$ cat config.mk
export PLATFORM = sky130hd
export DESIGN_NAME = row_span_decoder
export DESIGN_NICKNAME = d
export VERILOG_FILES = /design/src/rtl/row_span_pkg.sv /design/src/rtl/row_span_ctrl.sv /design/src/rtl/row_span_datapath.sv /design/src/rtl/row_span_decoder.sv
export SDC_FILE = /design/constraint.sdc
export NUM_CORES = 1
export LEC_CHECK = 0
export ABC_AREA = 1
export CAP_MARGIN = 30
export CORE_MARGIN = 4
export CORE_UTILIZATION = 30
export DETAILED_ROUTE_END_ITERATION = 7
export GPL_ROUTABILITY_DRIVEN = 1
export SETUP_SLACK_MARGIN = 0.15
export SLEW_MARGIN = 15
export SYNTH_ARGS = -nofsm -noshare
export SYNTH_HDL_FRONTEND = slang
export SYNTH_HIERARCHICAL = 1
export SYNTH_SLANG_ARGS = --single-unit
$ cat constraint.sdc
create_clock -name clk -period 2.1 [get_ports clk]
set_clock_uncertainty 0.15 [all_clocks]
set_input_delay 0.21 -clock clk [delete_from_list [all_inputs] [get_ports clk]]
set_output_delay 0.21 -clock clk [all_outputs]
set_load 0.02 [all_outputs]
$ cat src/rtl/row_span_pkg.sv
package row_span_pkg;

  typedef enum logic [1:0] {
    HOLE_NONE    = 2'b00,
    HOLE_BASEMEM = 2'b01,
    HOLE_FIFTEEN = 2'b10,
    HOLE_RSVD    = 2'b11
  } hole_mode_e;

  localparam logic [31:0] HOLE_LO_BASE = 32'h0008_0000;
  localparam logic [31:0] HOLE_LO_END  = 32'h000A_0000;
  localparam logic [31:0] HOLE_HI_BASE = 32'h00F0_0000;
  localparam logic [31:0] HOLE_HI_END  = 32'h0100_0000;

  typedef struct packed {
    logic load;
    logic clear;
  } dec_strobe_t;

endpackage

$ cat src/rtl/row_span_ctrl.sv
module row_span_ctrl
  import row_span_pkg::*;
(
  input  logic        clk,
  input  logic        rstN,
  input  logic        addrValid,
  output dec_strobe_t strobe,
  output logic        decValid
);

  always_comb begin
    strobe.load  = addrValid;
    strobe.clear = !addrValid;
  end

  always_ff @(posedge clk) begin
    if (!rstN) decValid <= 1'b0;
    else       decValid <= addrValid;
  end

endmodule

$ cat src/rtl/row_span_datapath.sv
module row_span_datapath
  import row_span_pkg::*;
#(
  parameter int ADDR_W     = 32,
  parameter int NUM_ROWS   = 8,
  parameter int BND_W      = 8,
  parameter int GRAN_SHIFT = 23
) (
  input  logic                      clk,
  input  logic                      rstN,
  input  logic [ADDR_W-1:0]         addrIn,
  input  logic [NUM_ROWS*BND_W-1:0] bndFlat,
  input  logic [1:0]                holeMode,
  input  dec_strobe_t               strobe,
  output logic [NUM_ROWS-1:0]       rowSel,
  output logic                      rowHit,
  output logic                      offDram
);

  localparam int CHUNK_LSB = GRAN_SHIFT;
  localparam int CHUNK_MSB = GRAN_SHIFT + BND_W - 1;

  logic [BND_W-1:0]    chunk;
  logic                upperSet;
  logic [BND_W-1:0]    bnd [NUM_ROWS];
  logic [NUM_ROWS-1:0] rowMatch;
  logic [NUM_ROWS-1:0] rowPick;
  logic                inHole;
  logic                aboveTop;
  logic                awayNext;
  logic [NUM_ROWS-1:0] selNext;

  assign chunk    = addrIn[CHUNK_MSB:CHUNK_LSB];
  assign upperSet = |addrIn[ADDR_W-1:CHUNK_MSB+1];

  // One range comparator per row; row 0 starts at zero.
  for (genvar g = 0; g < NUM_ROWS; g++) begin : g_row
    assign bnd[g] = bndFlat[g*BND_W +: BND_W];
    if (g == 0) begin : g_first
      assign rowMatch[g] = chunk < bnd[g];
    end else begin : g_rest
      assign rowMatch[g] = (chunk >= bnd[g-1]) && (chunk < bnd[g]);
    end
  end

  // Isolate the lowest set bit so overlapping ranges still give one row.
  assign rowPick = rowMatch & (~rowMatch + NUM_ROWS'(1));

  always_comb begin
    inHole = 1'b0;
    case (holeMode)
      HOLE_BASEMEM: inHole = (addrIn >= ADDR_W'(HOLE_LO_BASE)) &&
                             (addrIn <  ADDR_W'(HOLE_LO_END));
      HOLE_FIFTEEN: inHole = (addrIn >= ADDR_W'(HOLE_HI_BASE)) &&
                             (addrIn <  ADDR_W'(HOLE_HI_END));
      default:      inHole = 1'b0;
    endcase
  end

  assign aboveTop = upperSet || (chunk >= bnd[NUM_ROWS-1]);
  assign awayNext = inHole || aboveTop;
  assign selNext  = awayNext ? '0 : rowPick;

  always_ff @(posedge clk) begin
    if (!rstN) begin
      rowSel  <= '0;
      rowHit  <= 1'b0;
      offDram <= 1'b0;
    end else if (strobe.load) begin
      rowSel  <= selNext;
      rowHit  <= |selNext;
      offDram <= awayNext;
    end else if (strobe.clear) begin
      rowSel  <= '0;
      rowHit  <= 1'b0;
      offDram <= 1'b0;
    end
  end

endmodule

$ cat src/rtl/row_span_decoder.sv
module row_span_decoder
  import row_span_pkg::*;
#(
  parameter int ADDR_W     = 32,
  parameter int NUM_ROWS   = 8,
  parameter int BND_W      = 8,
  parameter int GRAN_SHIFT = 23
) (
  input  logic                      clk,
  input  logic                      rstN,
  input  logic [ADDR_W-1:0]         addrIn,
  input  logic                      addrValid,
  input  logic [NUM_ROWS*BND_W-1:0] bndFlat,
  input  logic [1:0]                holeMode,
  output logic [NUM_ROWS-1:0]       rowSel,
  output logic                      rowHit,
  output logic                      offDram,
  output logic                      decValid
);

  dec_strobe_t strobe;

  row_span_ctrl u_ctrl (
    .clk       (clk),
    .rstN      (rstN),
    .addrValid (addrValid),
    .strobe    (strobe),
    .decValid  (decValid)
  );

  row_span_datapath #(
    .ADDR_W     (ADDR_W),
    .NUM_ROWS   (NUM_ROWS),
    .BND_W      (BND_W),
    .GRAN_SHIFT (GRAN_SHIFT)
  ) u_dp (
    .clk      (clk),
    .rstN     (rstN),
    .addrIn   (addrIn),
    .bndFlat  (bndFlat),
    .holeMode (holeMode),
    .strobe   (strobe),
    .rowSel   (rowSel),
    .rowHit   (rowHit),
    .offDram  (offDram)
  );

endmodule

==> qor.txt <==
final worst path period share = 0.9068
GRT Resource Usage Total = 0.1454
most frequent cells in the layout = inv_1, clkdlybuf4s50_1, nand2_1
R2R Path End = u_dp/offDram
hold path cells = 2
PortBufs = 94
largest net degree at the start of global routing = 11
Avg Inst Size Synth = 6.374 µm²
io pins = 112
run status = finished clean
Sink Count = 11
Netlist cell types = 26
Logic pwr share = 0.670
Worst-path clk slew = 0.05 ns
Sw Ratio = 0.3860
antenna-violating nets left = 0
ant diodes = 0
total wire length = 8011 µm
Power, Total = 1.285 mW
slowest stage delay, CP = 0.45 ns
commonest non-fill, non-tap cell in the layout = inv_1
fin crit period = 1.904 ns
f_max = 525.1 MHz
CTS tree = built
worst path arrival time = 1.92 ns
initial DRC count = 53
initial antenna violation count = 0
global route total overflow = 0
Clock power frac = 0.161
gp weighted congestion = 0.8035
Row Count = 32
WL per Instance = 13.35 µm
worst-skew pair later-pin latency = 0.23 ns
H-tree levels = 1
Final Max Slew Viols = 0
R2R Path Start = u_dp/offDram
via count = 2,750
Hold Violations, Final = 0
slowest cell on the critical path = clkdlybuf4s50_1
Reg2Reg Setup Slack = 1.31 ns
Sw Pwr = 495.8 µW
Crit Path Category = input pin to flop
Seq/Total Area, Yosys = 0.09312
Yosys reg bits = 11
Max Root-Sink Buffers = 2
crit path max fanout = 3
final setup violation count = 0
Cell Area, Synth = 2365 µm²
Final HPWL DP = 5660 µm
Min-Delay Path Class = flop to flop
CP required = 2.12 ns
Rel. slew slack = 0.7583
min-delay src = u_dp/rowSel[0]
final setup TNS = 0 ns
power per cell area = 288.9 nW/µm²
crit path launch type = input pin
Worst Hold End = u_dp/rowSel[0]
internal cell power = 788.7 µW
FF-to-FF path depth = 2
setup ws final = 0.1957 ns
die area = 9367 µm²
1st-pass router iterations = 4
Setup WS pre-CTS = -0.2620 ns
synthesis warning total = 6
CP Capture Type = flop
final core occ = 0.5785
chip width = 96.79 µm
# Max-Cap Violations = 0
clock root cell = clkbuf_8
number of vias per cell = 4.583
setup repair after global routing missed its margin = true
Max VDD drop = 0.1697 mV
Post-Syn Nets = 538
final net count = 666
Starting Density = 0.3076
Mapped Cells = 371
total CTS buffers = 3
Syn-to-layout area delta = 88.04%
Leak Pwr = 2.330 nW
sequential power share = 0.169
Least-Margin Pin Slew = 0.3614 ns
first-pass GRT wire length = 11,460 µm
share of cells above drive strength 1 = 0.3353
DRC viols = 0
die extent in y = 96.79 µm
cells along the critical path = clkdlybuf4s50_1 -> inv_1 -> ha_4 -> nand2_1 -> nor2_2 -> nand2_2 -> nand2_4 -> inv_2 -> nand2_2 -> nand2_4 -> nor2_4 -> nand4_1 -> a21oi_2
Core Area = 7687 µm²
vias in the first global route = 2,589
==> worst max-delay path by stage <==
stage | depth (start not counted) | from | to
4_1_cts | 11 | addrIn[27] | u_dp/rowHit
5_1_grt | 11 | bndFlat[29] | u_dp/rowSel[4]
3_5_place_dp | 15 | addrIn[23] | u_dp/rowSel[7]
2_1_floorplan | 12 | addrIn[23] | u_dp/rowSel[7]
3_3_place_gp | 15 | addrIn[23] | u_dp/rowSel[5]
6_report | 13 | bndFlat[29] | u_dp/rowSel[7]
==> cells in the mapped netlist (all sizes together) <==
cell type  count  area share
nand2         90        0.15
o21ai          1      0.0021
dfxtp         11       0.093
a21oi         30       0.075
a21o           5       0.016
nor3           1      0.0021
nor2          33       0.060
inv           98        0.16
ha            66        0.35
and2           1      0.0026
nand4         12       0.032
nand3         12       0.038
o21bai         4       0.013
a22oi          1      0.0032
buf            2      0.0053
clkinv         3      0.0048
o21a           1      0.0032
==> metrics by stage <==
stage / instance area, µm² / hold WS, ns / std cells
6_report: 4447 / 0.3115 / 600
5_1_grt: 4447 / 0.3319 / 600
4_1_cts: 3749 / 0.3141 / 593
3_5_place_dp: 3571 / 0.3070 / 580
3_3_place_gp: 3571 / 0.3064 / 580
2_1_floorplan: 2365 / 0.1535 / 371
==> state kept, by name (all words and copies together), names as in the netlist <==
| signal | count |
|---|---|
| u_dp/rowHit | 1 |
| u_dp/offDram | 1 |
| u_ctrl/decValid | 1 |
| u_dp/rowSel | 8 |
==> per-layer routing <==
| layer | global-route usage | share of wire | vias up |
|---|---|---|---|
| met4 | 0.01620 | 0.014 | 0 |
| met3 | 0.02812 | 0.041 | 10 |
| met1 | 0.1712 | 0.41 | 1246 |
| met2 | 0.2781 | 0.53 | 72 |
| met5 | 0 | 0 | - |
| li1 | - | - | 1422 |
==> layout make-up <==
class | instances | area (µm²)
Fill cell | 686 | 3241
Tap cell | 102 | 127.6
Multi-Input combinational cell | 257 | 2381
Inverter | 101 | 382.9
Sequential cell | 11 | 220.2
Timing Repair Buffer | 125 | 1290
Clock buffer | 4 | 45.04
==> worst max-delay path: cells and delay by family <==
family / cells / cell delay [ns]
AND/OR/NAND/NOR: 8 / 0.74
buffers and inverters: 3 / 0.55
adder cells (fa/ha/maj): 1 / 0.27
AO/OA/AOI/OAI: 1 / 0.15
==> repair_timing <==
item | CTS | global route
gates cloned | 3 | 1
pin swaps | 9 | 61
hold buffers | 0 | 0
setup buffers | 6 | 6
setup endpoints to repair | 10 | 10
resized for setup | 21 | 145
==> cell families after synthesis <==
kind of cell	after synthesis	synth area share
DFF	11	0.09312
and+or+nand+nor	149	0.2804
buffers and inverters	103	0.1656
adders and majority gates	66	0.3492
AOI/OAI and AO/OA	42	0.1116
==> power groups by stage <==
stage               Clock, mW  Sequential, mW  Combinational [mW]
global route            0.223           0.217               0.954
finish                  0.207           0.217               0.861
floorplan                   0           0.227               0.317
global placement            0           0.221               0.608
CTS                     0.214           0.217               0.665
detailed placement          0           0.221               0.628
(Power assumes the default switching activity.)
